$ cat src/rtl/drt_pkg.sv
package drt_pkg;
  localparam int REG_W  = 32;
  localparam int ADDR_W = 8;

  // offsets within one timer's window, and the window stride
  localparam int OFF_RELOAD = 'h00;
  localparam int OFF_COUNT  = 'h04;
  localparam int OFF_CTRL   = 'h08;
  localparam int TMR_STRIDE = 'h10;

  // shared interrupt words
  localparam int ADR_MASK  = 'h48;
  localparam int ADR_ACK   = 'h4C;
  localparam int ADR_RAW   = 'h50;
  localparam int ADR_MSTAT = 'h54;

  // tick source codes
  localparam int SRC_EXT       = 1;
  localparam int SRC_RATE_BASE = 4;

  typedef enum logic [1:0] {
    CMD_LOAD = 2'd0,
    CMD_HOLD = 2'd1,
    CMD_RUN  = 2'd2,
    CMD_BAD  = 2'd3
  } drt_cmd_e;
endpackage

$ cat src/rtl/drt_timer.sv
module drt_timer
  import drt_pkg::*;
#(
  parameter int CNT_W     = 32,
  parameter int SRC_W     = 3,
  parameter int NUM_RATES = 4
) (
  input  logic                 clk,
  input  logic                 rst_n,
  input  logic                 reload_wr,
  input  logic                 ctrl_wr,
  input  logic [CNT_W-1:0]     wdata,
  input  logic [NUM_RATES-1:0] tick_rate,
  input  logic                 tick_ext,
  output logic [CNT_W-1:0]     count_o,
  output logic [CNT_W-1:0]     reload_o,
  output logic [SRC_W+1:0]     ctrl_o,
  output logic                 expire_o
);
  logic [CNT_W-1:0] count_q, reload_q;
  logic [SRC_W+1:0] ctrl_q;
  logic [SRC_W-1:0] src;
  drt_cmd_e         cmd_new;
  logic             ctrl_ok, running, tick_sel, at_end;

  assign cmd_new = drt_cmd_e'(wdata[1:0]);
  assign ctrl_ok = ctrl_wr && (cmd_new != CMD_BAD);
  assign src     = ctrl_q[SRC_W+1:2];
  assign running = (drt_cmd_e'(ctrl_q[1:0]) == CMD_RUN);
  assign at_end  = (count_q <= CNT_W'(1));

  always_comb begin
    tick_sel = 1'b0;
    if (src == SRC_W'(SRC_EXT)) tick_sel = tick_ext;
    for (int r = 0; r < NUM_RATES; r++) begin
      if (src == SRC_W'(SRC_RATE_BASE + r)) tick_sel = tick_rate[r];
    end
  end

  // a control write takes the edge; a tick in that cycle is dropped
  assign expire_o = running && tick_sel && at_end && !ctrl_ok;

  always_ff @(posedge clk or negedge rst_n) begin
    if (!rst_n) begin
      count_q  <= '0;
      reload_q <= '0;
      ctrl_q   <= '0;
    end else begin
      if (reload_wr) reload_q <= wdata;
      if (ctrl_ok) begin
        ctrl_q <= wdata[SRC_W+1:0];
        if (cmd_new == CMD_LOAD) count_q <= reload_q;
      end else if (running && tick_sel) begin
        count_q <= at_end ? reload_q : count_q - CNT_W'(1);
      end
    end
  end

  assign count_o  = count_q;
  assign reload_o = reload_q;
  assign ctrl_o   = ctrl_q;
endmodule

$ cat src/rtl/drt_irq_unit.sv
module drt_irq_unit #(
  parameter int N = 2
) (
  input  logic         clk,
  input  logic         rst_n,
  input  logic [N-1:0] hit_i,
  input  logic         mask_wr,
  input  logic         ack_wr,
  input  logic [N-1:0] wdata,
  output logic [N-1:0] mask_o,
  output logic [N-1:0] status_o,
  output logic         irq_o
);
  logic [N-1:0] mask_q, status_q, clr_bits;

  assign clr_bits = ack_wr ? wdata : '0;

  always_ff @(posedge clk or negedge rst_n) begin
    if (!rst_n) begin
      mask_q   <= '0;
      status_q <= '0;
    end else begin
      if (mask_wr) mask_q <= wdata;
      // new expiries are OR-ed in after the clear, so they win
      status_q <= (status_q & ~clr_bits) | hit_i;
    end
  end

  assign mask_o   = mask_q;
  assign status_o = status_q;
  assign irq_o    = |(status_q & mask_q);
endmodule

$ cat src/rtl/dual_reload_timer.sv
module dual_reload_timer
  import drt_pkg::*;
#(
  parameter int CNT_W     = 32,
  parameter int SRC_W     = 3,
  parameter int NUM_RATES = 4
) (
  input  logic                 clk,
  input  logic                 rst_n,
  input  logic                 reg_en,
  input  logic                 reg_wr,
  input  logic [ADDR_W-1:0]    reg_addr,
  input  logic [REG_W-1:0]     reg_wdata,
  output logic [REG_W-1:0]     reg_rdata,
  input  logic [NUM_RATES-1:0] tick_rate,
  input  logic                 tick_ext,
  output logic                 irq
);
  localparam int NUM_TMR = 2;

  logic [CNT_W-1:0]   cnt_val    [NUM_TMR];
  logic [CNT_W-1:0]   reload_val [NUM_TMR];
  logic [SRC_W+1:0]   ctrl_val   [NUM_TMR];
  logic [NUM_TMR-1:0] hit_vec, raw_status, mask_q;
  logic               wr_cyc, rd_cyc, mask_wr, ack_wr;

  assign wr_cyc  = reg_en && reg_wr;
  assign rd_cyc  = reg_en && !reg_wr;
  assign mask_wr = wr_cyc && (reg_addr == ADDR_W'(ADR_MASK));
  assign ack_wr  = wr_cyc && (reg_addr == ADDR_W'(ADR_ACK));

  for (genvar t = 0; t < NUM_TMR; t++) begin : g_tmr
    logic rl_wr, ct_wr;
    assign rl_wr = wr_cyc && (reg_addr == ADDR_W'(t * TMR_STRIDE + OFF_RELOAD));
    assign ct_wr = wr_cyc && (reg_addr == ADDR_W'(t * TMR_STRIDE + OFF_CTRL));

    drt_timer #(
      .CNT_W(CNT_W), .SRC_W(SRC_W), .NUM_RATES(NUM_RATES)
    ) u_tmr (
      .clk       (clk),
      .rst_n     (rst_n),
      .reload_wr (rl_wr),
      .ctrl_wr   (ct_wr),
      .wdata     (reg_wdata[CNT_W-1:0]),
      .tick_rate (tick_rate),
      .tick_ext  (tick_ext),
      .count_o   (cnt_val[t]),
      .reload_o  (reload_val[t]),
      .ctrl_o    (ctrl_val[t]),
      .expire_o  (hit_vec[t])
    );
  end

  drt_irq_unit #(.N(NUM_TMR)) u_irq (
    .clk      (clk),
    .rst_n    (rst_n),
    .hit_i    (hit_vec),
    .mask_wr  (mask_wr),
    .ack_wr   (ack_wr),
    .wdata    (reg_wdata[NUM_TMR-1:0]),
    .mask_o   (mask_q),
    .status_o (raw_status),
    .irq_o    (irq)
  );

  always_comb begin
    reg_rdata = '0;
    if (rd_cyc) begin
      for (int t = 0; t < NUM_TMR; t++) begin
        if (reg_addr == ADDR_W'(t * TMR_STRIDE + OFF_RELOAD)) reg_rdata = REG_W'(reload_val[t]);
        if (reg_addr == ADDR_W'(t * TMR_STRIDE + OFF_COUNT))  reg_rdata = REG_W'(cnt_val[t]);
        if (reg_addr == ADDR_W'(t * TMR_STRIDE + OFF_CTRL))   reg_rdata = REG_W'(ctrl_val[t]);
      end
      if (reg_addr == ADDR_W'(ADR_MASK))  reg_rdata = REG_W'(mask_q);
      if (reg_addr == ADDR_W'(ADR_RAW))   reg_rdata = REG_W'(raw_status);
      if (reg_addr == ADDR_W'(ADR_MSTAT)) reg_rdata = REG_W'(raw_status & mask_q);
    end
  end
endmodule

$ cat config.mk
export PLATFORM = sky130hd
export DESIGN_NAME = dual_reload_timer
export DESIGN_NICKNAME = d
export VERILOG_FILES = /design/src/rtl/drt_pkg.sv /design/src/rtl/drt_timer.sv /design/src/rtl/drt_irq_unit.sv /design/src/rtl/dual_reload_timer.sv
export SDC_FILE = /design/constraint.sdc
export NUM_CORES = 1
export LEC_CHECK = 0
export BUFFER_PORTS_ARGS = -buffer_cell sky130_fd_sc_hd__clkbuf_2
export CELL_PAD_IN_SITES_DETAIL_PLACEMENT = 1
export CELL_PAD_IN_SITES_GLOBAL_PLACEMENT = 2
export CORE_ASPECT_RATIO = 1.1
export CORE_MARGIN = 3
export CORE_UTILIZATION = 37
export CTS_CLUSTER_DIAMETER = 60
export DETAILED_ROUTE_END_ITERATION = 6
export GPL_TIMING_DRIVEN = 0
export MAX_ROUTING_LAYER = met4
export PLACE_DENSITY = 0.82
export SLEW_MARGIN = 20
export SYNTH_ARGS = -nofsm -noshare
export SYNTH_HDL_FRONTEND = slang
export SYNTH_SLANG_ARGS = --single-unit
$ cat constraint.sdc
create_clock -name clk -period 4.8 [get_ports clk]
set_input_delay 0.96 -clock clk [delete_from_list [all_inputs] [get_ports clk]]
set_output_delay 0.96 -clock clk [all_outputs]
set_load 0.05 [all_outputs]
Word-level counts from Yosys, hierarchy flattened
Cells that the tools add are included.
{"block": "word_totals", "reg_bits": 142, "input_bits": 49, "elab_cells": 96}
{"block": "op_classes", "add_sub_neg": 2, "n_lt_le_gt_ge": 2, "n_eq_ne": 24, "n_mux": 29, "n_bitwise": 5, "n_reduce_logical": 26}
{"op": "32-bit two-way mux", "n": 18}
{"op": "32-bit by 1-bit less-or-equal comparator with 1-bit output (second input constant)", "n": 2}
{"op": "32-bit by 1-bit subtractor with 32-bit output (second input constant)", "n": 2}
{"op": "8-bit by 7-bit == test with 1-bit output (second input constant)", "n": 4}
{"op": "3-bit == test (second input constant)", "n": 8}
{"op": "8-bit by 5-bit == test with 1-bit output (second input constant)", "n": 3}
{"op": "1-bit logical AND", "n": 16}
{"op": "1-bit two-way mux", "n": 10}
{"op": "8-bit by 3-bit == test with 1-bit output (second input constant)", "n": 1}
{"op": "8-bit by 4-bit == test with 1-bit output (second input constant)", "n": 1}
{"op": "8-bit logical NOT", "n": 1}
{"op": "2-bit bitwise AND", "n": 3}
{"op": "3-bit by 1-bit == test with 1-bit output (second input constant)", "n": 2}
{"op": "2-bit inequality test (second input constant)", "n": 3}
{"op": "2-bit == test (second input constant)", "n": 2}
{"op": "2-bit AND reduction", "n": 2}
{"op": "2-bit nonzero test", "n": 2}
{"op": "1-bit logical NOT", "n": 3}
{"op": "2-bit logical NOT", "n": 1}
{"op": "2-bit two-way mux", "n": 1}
{"op": "2-bit NOT", "n": 1}
{"op": "2-bit bitwise OR", "n": 1}
{"op": "2-bit OR reduction", "n": 1}

Logic depth before layout (Yosys ltp)
Gate-level depths: netlist of the first run.
{"block": "depth", "depth_word": 11, "ltp_mapped": 11, "depth_no_buf": 8}

Hierarchy
From an unflattened synthesis of the first run, not the netlist that was laid out.
{"block": "hier_totals", "hier_cells": 924, "area_unflattened_um2": 8718.4}
{"module": "drt_timer (g_tmr[0].u_tmr)", "instances": 1, "cells_each": 360, "area_per_inst_um2": 3657.3}
{"module": "drt_timer (g_tmr[1].u_tmr)", "instances": 1, "cells_each": 360, "area_per_inst_um2": 3594.7}
{"module": "dual_reload_timer", "instances": 1, "cells_each": 193, "area_per_inst_um2": 1305.0}
{"module": "drt_irq_unit", "instances": 1, "cells_each": 11, "area_per_inst_um2": 161.4}

Worst setup path before layout of the first run
Ideal clock, no wire load.
{"block": "synth_timing", "kind": "in2out", "start": "input port reg_addr[4]", "end": "output port reg_rdata[0]", "arrival_time_ps": 3905, "setup_slack_ps": -65, "cell_stages": 6, "path_buffers": 1, "cell_sequence": "clkbuf_1 or4b_2 nor4_1 nand2_1 a32o_1 a221oi_1"}
{"block": "synth_between", "elab_chain_cells": 11}
{"element": "start, declared", "line_no": "dual_reload_timer.sv:12", "source": "input logic [ADDR_W-1:0] reg_addr,"}
{"element": "8-bit logical NOT", "line_no": "dual_reload_timer.sv:70", "source": "if (reg_addr == ADDR_W'(t * TMR_STRIDE + OFF_RELOAD)) reg_rdata = REG_W'(reload_val[t]);"}
{"element": "32-bit two-way mux", "line_no": "dual_reload_timer.sv:70"}
{"element": "32-bit two-way mux", "line_no": "dual_reload_timer.sv:71", "source": "if (reg_addr == ADDR_W'(t * TMR_STRIDE + OFF_COUNT)) reg_rdata = REG_W'(cnt_val[t]);"}
{"element": "32-bit two-way mux", "line_no": "dual_reload_timer.sv:72", "source": "if (reg_addr == ADDR_W'(t * TMR_STRIDE + OFF_CTRL)) reg_rdata = REG_W'(ctrl_val[t]);"}
{"element": "32-bit two-way mux", "line_no": "dual_reload_timer.sv:70"}
{"element": "32-bit two-way mux", "line_no": "dual_reload_timer.sv:71"}
{"element": "32-bit two-way mux", "line_no": "dual_reload_timer.sv:72"}
{"element": "32-bit two-way mux", "line_no": "dual_reload_timer.sv:74", "source": "if (reg_addr == ADDR_W'(ADR_MASK)) reg_rdata = REG_W'(mask_q);"}
{"element": "32-bit two-way mux", "line_no": "dual_reload_timer.sv:75", "source": "if (reg_addr == ADDR_W'(ADR_RAW)) reg_rdata = REG_W'(raw_status);"}
{"element": "32-bit two-way mux *", "line_no": "dual_reload_timer.sv:76", "source": "if (reg_addr == ADDR_W'(ADR_MSTAT)) reg_rdata = REG_W'(raw_status & mask_q);"}
{"element": "32-bit two-way mux *", "line_no": "dual_reload_timer.sv:68", "source": "if (rd_cyc) begin"}
{"element": "end, declared", "line_no": "dual_reload_timer.sv:14", "source": "output logic [REG_W-1:0] reg_rdata,"}
Mark *: on every way between the ends. The rest lies on a longest branch, timed or not.

Worst setup path in the final report of the first run
{"block": "layout_timing", "start": "input port reg_addr[2]", "end": "output port reg_rdata[31]"}
Same word-level chain as after synthesis.

==> results of run 1 <==
[synthesized netlist by cell type (21+ instances only)]
cell type	instances
nor2_1	73
clkbuf_1	55
a21oi_1	87
o21ai_0	89
a22oi_1	65
nor3_1	35
dfrtp_1	142
mux2i_1	21
mux2_2	61
nand2_1	88
inv_1	24
[logic make-up after synthesis]
kind of cell | count (synthesis) | synth area share [%]
AOI/OAI and AO/OA | 325 | 24.51
adders and majority gates | 4 | 0.5931
buffers and inverters | 88 | 4.255
DFF | 142 | 42.11
muxes | 83 | 10.81
and+or+nand+nor | 306 | 17.73
[worst min path at each step]
stage	end	slack [ns]	depth (start not counted)
finish	g_tmr[0].u_tmr.reload_o[15]$_DFFE_PN0P_	0.49	1
global placement	g_tmr[0].u_tmr.reload_o[0]$_DFFE_PN0P_	0.50	2
floorplan	g_tmr[0].u_tmr.reload_o[0]$_DFFE_PN0P_	0.47	2
CTS	g_tmr[1].u_tmr.reload_o[19]$_DFFE_PN0P_	0.51	1
detailed placement	g_tmr[0].u_tmr.reload_o[0]$_DFFE_PN0P_	0.51	2
global route	g_tmr[1].u_tmr.reload_o[19]$_DFFE_PN0P_	0.53	1
[state kept, by name (all words and copies together) (netlist names)]
name                  flops
u_irq.mask_o              2
u_irq.status_o            2
g_tmr.u_tmr.count_o      64
g_tmr.u_tmr.ctrl_o       10
g_tmr.u_tmr.reload_o     64
[metal layers]
metal / up-vias / GRT usage [%] / routed length (um)
met2: 324 / 47.53 / 16630
met3: 75 / 3.869 / 1915
li1: 3778 / - / -
met4: 0 / 13.19 / 1510
met5: - / - / 0
met1: 4325 / 38.65 / 15290
[final cells by class]
type | instances | area, um2
multi-input cells | 718 | 4597
clock inverters | 12 | 158.9
repair buffers | 81 | 439.2
fillers | 2666 | 12320
plain buffers | 63 | 272.8
flip-flops and latches | 142 | 3553
clock buffers | 20 | 446.7
inverters | 24 | 90.09
well taps | 295 | 369.1
[through the flow]
step | cells | hold WS [ns]
detailed placement | 1324 | 0.5086
finish | 1355 | 0.4917
global placement | 1322 | 0.4983
CTS | 1356 | 0.5111
floorplan | 948 | 0.4658
global route | 1355 | 0.5330
[worst max-delay path, stage by stage]
cell,delay (ns)
clkbuf_1,0.43
nor2b_2,0.44
nand2_1,0.19
nor2_1,0.44
clkbuf_1,0.46
a22oi_1,0.13
a21oi_1,0.33
clkbuf_2,0.35
[power by group]
part	leakage [nW]	internal [W]	switching, W	total (W)
Clock	0.291	0.000835	0.000565	0.00140
Sequential	1.90	0.00122	0.0000346	0.00126
Combinational	2.07	0.0000612	0.000118	0.000179
Total	4.26	0.00212	0.000718	0.00284
==> results_dict.tcl, run 1 <==
set metrics [dict create \
    status "complete, no violations" \
    grt_max_degree 88 \
    finalSetupTns_ns 0 \
    yosysTopAreaCellShare_pct 42.11 \
    dr.first_iter.drc_count 681 \
    cts_max_path_buffers 2 \
    drv_slew 0 \
    reg2reg_to "g_tmr[1].u_tmr.count_o[8]$_DFFE_PN0P_" \
    finalSetupViolCount 0 \
    dp_hpwl_um 26340 \
    numPortBuffers 79 \
    layout_min_cycle_time_ns 4.707 \
    end_kind "output pin" \
    leakage_nw 4.262 \
    yosysSeqAreaShare_pct 42.11 \
    synthFlopType "dfrtp_1" \
    arrival_ns 3.75 \
    fp.dieH_um 164.4 \
    fin_ws_ns 0.09273 \
    grt_pass1_vias 8699 \
    ys_top_cells_by_area "dfrtp_1 42%, mux2_2 8.1%, a22oi_1 5.8%" \
    io_pins 82 \
    r2r_setup_slack_ns 0.88 \
    coreArea_um2 22250 \
    drive_above_1_share_pct 19.91 \
    syn_inst 948 \
    yosysWarnings 0 \
    drc_errors 0 \
    yosysUniqueCellTypes 63 \
    antennaDiodeCount 0 \
    fin_crit_sh_pct 98.07 \
    reg2reg_depth 8 \
    synth_top_cell_by_area "dfrtp_1" \
    fmax_mhz 212.4 \
    cts_tree "yes" \
    finalInstanceArea_um2 9927 \
    p_total_w 0.002836 \
    path_class "in -> out" \
    final_common_cell "dfrtp_1" \
    worstSkewPairLatency_ns 0.44 \
    cap_violations 0 \
    critPathMaxFanout 10 \
    grt_antenna_before_repair 0 \
    relSlewSlack_pct 34.99 \
    die_x_um 150 \
    worstReg2RegStart "g_tmr[1].u_tmr.count_o[6]$_DFFE_PN0P_" \
    start_util_pct 37.93 \
    cts_resized 8 \
    avgSynthCellArea_um2 8.902 \
    ctsHoldBuffers 0 \
    grtUsageTotal_pct 29.97 \
    ys_ff_latch 142 \
    cts_inserted_buffers 17 \
    fin_util_pct 44.61 \
    h-tree-depth 4 \
    fp-row-count 57 \
    wirelength_um 35350 \
    areaGrowthSynthToFinish_pct 17.63 \
    syn_nets 1001 \
    dieArea_um2 24660 \
    drtAntennaViolNets 0 \
    hold_path_class "in -> async" \
    clkTransAtPathRegs_ns 0.06 \
    routabilityCongestion 0.9388 \
    fin_nets 1100 \
    dpl_cell_area_um2 9280 \
    grt_overflow_total 0 \
    post-cts-setup-buffer-count 0 \
    rsz0062_at_grt "no" \
    max_slew.worst_pin.slew_ns 0.9630 \
    required_ns 3.84 \
    vias_per_cell 6.275 \
    syn_area_um2 8439 \
    wl_per_cell_um 26.08 \
    grt_pass1_wl_um 54080 \
    root_buffer "clkbuf_16" \
    vias 8502 \
    cts_sinks 142 \
    peakVddDrop_mv 0.2285 \
    cp-startpoint "reg_addr[2]" \
    synth_edf_count 0 \
    layout_common_cells "142 x dfrtp_1, 89 x o21ai_0, 88 x nand2_1, 87 x a21oi_1, 84 x clkbuf_2" \
    cp-start-kind "input port" \
    pre_cts_ws_ns -0.3486 \
    skew_ns 0.01085 \
    powerDensity_nw_per_um2 285.7 \
    synthArstFlopShare_pct 100.0 \
    finalHoldViolations 0 \
    setup.worst_path.end "reg_rdata[31]" \
    dr.pass1.iters 5 \
]
(Power assumes the default switching activity.)
==> inputs of run 2 (changes only) <==
--- a/config.mk
+++ b/config.mk
@@ -5,18 +5,20 @@
 export SDC_FILE = /design/constraint.sdc
 export NUM_CORES = 1
 export LEC_CHECK = 0
+export ABC_AREA = 1
 export BUFFER_PORTS_ARGS = -buffer_cell sky130_fd_sc_hd__clkbuf_2
 export CELL_PAD_IN_SITES_DETAIL_PLACEMENT = 1
 export CELL_PAD_IN_SITES_GLOBAL_PLACEMENT = 2
 export CORE_ASPECT_RATIO = 1.1
 export CORE_MARGIN = 3
-export CORE_UTILIZATION = 37
+export CORE_UTILIZATION = 34
 export CTS_CLUSTER_DIAMETER = 60
 export DETAILED_ROUTE_END_ITERATION = 6
 export GPL_TIMING_DRIVEN = 0
 export MAX_ROUTING_LAYER = met4
-export PLACE_DENSITY = 0.82
+export PLACE_DENSITY = 0.83
 export SLEW_MARGIN = 20
 export SYNTH_ARGS = -nofsm -noshare
 export SYNTH_HDL_FRONTEND = slang
 export SYNTH_SLANG_ARGS = --single-unit
+export TNS_END_PERCENT = 20
==> run 2 against run 1 <==
Against the previous run: routed wire length rose by 0.31%; total power rose by 50%; combinational power rose to 7.1 times the previous value; clock power rose by 5%; register-to-register slack improved by 1.5 ns; highest routed layer unchanged.
==> results_dict.tcl, run 2 <==
set metrics [dict create \
    routabilityCongestion 0.8755 \
    grt_pass1_wl_um 56020 \
    cts_inserted_buffers 17 \
    synthFlopType "dfrtp_1" \
    fmax_mhz 244.6 \
    powerDensity_nw_per_um2 387.9 \
    path_class "in -> out" \
    drtAntennaViolNets 0 \
    grtUsageTotal_pct 25.13 \
    worstSkewPairLatency_ns 0.43 \
    wirelength_um 35450 \
    root_buffer "clkbuf_16" \
    grt_max_degree 86 \
    cts_max_path_buffers 2 \
    final_common_cell "nand2_1" \
    drv_slew 0 \
    cp-start-kind "input port" \
    avgSynthCellArea_um2 6.697 \
    synth_top_cell_by_area "dfrtp_1" \
    wl_met2_um 17320 \
    seqPwrFrac_pct 35.7 \
    fp-row-count 63 \
    grt_overflow_total 0 \
    yosysSeqAreaShare_pct 37.53 \
    dr.pass1.iters 5 \
    drc_errors 0 \
    coreArea_um2 27190 \
    cts_tree "yes" \
    drive_above_1_share_pct 14.07 \
    rsz0062_at_grt "no" \
    ys_ff_latch 142 \
    swShare_pct 38.18 \
    top_layer "met4" \
    fin_nets 1568 \
    critPathMaxFanout 10 \
    dr.first_iter.drc_count 531 \
    cap_violations 0 \
    wl_met3_um 738 \
    skew_ns 0.01374 \
    areaGrowthSynthToFinish_pct 16.13 \
    grt_pass1_vias 9735 \
    holdPathStages 2 \
    h-tree-depth 4 \
    clkTransAtPathRegs_ns 0.06 \
    arrival_ns 3.13 \
    syn_inst 1414 \
    end_kind "output pin" \
    required_ns 3.84 \
    layout_common_cells "435 x nand2_1, 172 x inv_1, 155 x nor2_1, 142 x dfrtp_1, 121 x o21ai_0" \
    layout_min_cycle_time_ns 4.089 \
    fp.dieH_um 181.0 \
    peakVddDrop_mv 0.2069 \
    start_util_pct 34.82 \
    syn_nets 1467 \
    reg2reg_depth 11 \
    relSlewSlack_pct 56.00 \
    wl_met1_um 16930 \
    p_int_w 0.002637 \
    p_comb_share_pct 29.8 \
    wl_per_cell_um 18.81 \
    synth_edf_count 0 \
    hold_path_class "reg -> reg" \
    clockPowerShare_pct 34.5 \
    max_slew.worst_pin.slew_ns 0.6600 \
    yosysUniqueCellTypes 43 \
    ctsHoldBuffers 0 \
    fin_crit_sh_pct 85.19 \
    finalInstanceArea_um2 11000 \
    finalHoldViolations 0 \
    syn_area_um2 9469 \
    post-cts-setup-buffer-count 0 \
    grt_antenna_before_repair 0 \
    dpl_cell_area_um2 10360 \
    cts_resized 0 \
    yosysMostFrequentCell "nand2_1" \
    synthArstFlopShare_pct 100.0 \
    status "complete, no violations" \
    leakage_nw 5.404 \
    dp_hpwl_um 28700 \
    yosysWarnings 0 \
    synth_common_cells "435 x nand2_1, 172 x inv_1, 155 x nor2_1" \
    antennaDiodeCount 0 \
    vias 9348 \
    yosysTopAreaCellShare_pct 37.53 \
    ys_top_cells_by_area "dfrtp_1 38%, nand2_1 17%, inv_1 6.8%" \
    die_x_um 165.1 \
    cts_sinks 142 \
    io_pins 82 \
    finalSetupViolCount 0 \
    dieArea_um2 29890 \
    numPortBuffers 81 \
    power_switching_w 0.001629 \
    finalSetupTns_ns 0 \
    vias_per_cell 4.959 \
]
==> run 2: metrics by stage <==
step	cells	worst slack [ns]	power (W)	utilization, %	hold slack [ns]
after global placement	1852	0.04417	0.002784	37.95	0.4630
final	1885	0.7110	0.004266	40.44	0.4831
after detailed placement	1853	0.6610	0.002815	38.09	0.4753
after floorplan	1414	1.239	0.002410	-	0.4491
after CTS	1885	0.6572	0.004286	40.44	0.4904
after global routing	1885	0.5862	0.004529	40.44	0.5100
==> run 2: kinds of logic (layout without fill, tap and decap cells) <==
group	Yosys count	count (layout)	share of synthesized area (%)
fa+ha+maj	4	4	0.5286
simple gates	779	779	35.74
flops	142	142	37.53
buf+inv	232	346	10.37
compound gates	224	224	12.78
xor+xnor	33	33	3.052
==> run 2: final timing paths <==
check                                                   startpoint                                      end  slack [ns]
max                                                    reg_addr[0]                            reg_rdata[20]        0.71
min reg2reg                g_tmr[0].u_tmr.reload_o[27]$_DFFE_PN0P_  g_tmr[0].u_tmr.reload_o[27]$_DFFE_PN0P_        0.48
min in group asynchronous                                    rst_n   g_tmr[0].u_tmr.count_o[29]$_DFFE_PN0P_        0.49
max in group asynchronous                                    rst_n   g_tmr[1].u_tmr.reload_o[8]$_DFFE_PN0P_        3.48
min                        g_tmr[0].u_tmr.reload_o[27]$_DFFE_PN0P_  g_tmr[0].u_tmr.reload_o[27]$_DFFE_PN0P_        0.48
max reg2reg                  g_tmr[0].u_tmr.count_o[0]$_DFFE_PN0P_   g_tmr[0].u_tmr.count_o[20]$_DFFE_PN0P_        2.40
==> run 2: area by class of cell <==
class / instances / area [um2]
Clock inverter: 12 / 182.7
Tap cell: 357 / 446.7
Fill cell: 3596 / 16200
Inverter: 182 / 685.7
Multi-Input combinational cell: 1040 / 4933
Timing Repair Buffer: 82 / 441.7
Buffer: 50 / 296.5
Sequential cell: 142 / 3553
Clock buffer: 20 / 456.7
==> run 2: power by group through the flow <==
stage                     Sequential (W)  Clock, W  Combinational, W
after floorplan                  0.00147         0          0.000939
after global placement           0.00154         0           0.00125
after detailed placement         0.00154         0           0.00128
after CTS                        0.00152   0.00148           0.00128
after global routing             0.00154   0.00154           0.00144
final                            0.00152   0.00147           0.00127
==> run 2: routing by layer <==
layer	vias to the layer above	global-route usage, %
li1	4683	-
met1	4529	34.41
met2	105	40.61
met3	31	2.293
met4	0	5.201
met5	-	-
==> run 2: critical path, cell delays in order <==
cell and delay (ns):
clkbuf_2 0.09, inv_1 0.03, nand2_1 0.12, nor2_1 0.10, nand2_1 0.36, clkbuf_1 0.51
o21ai_0 0.17, a221oi_1 0.39, nor2_1 0.12, clkbuf_2 0.26
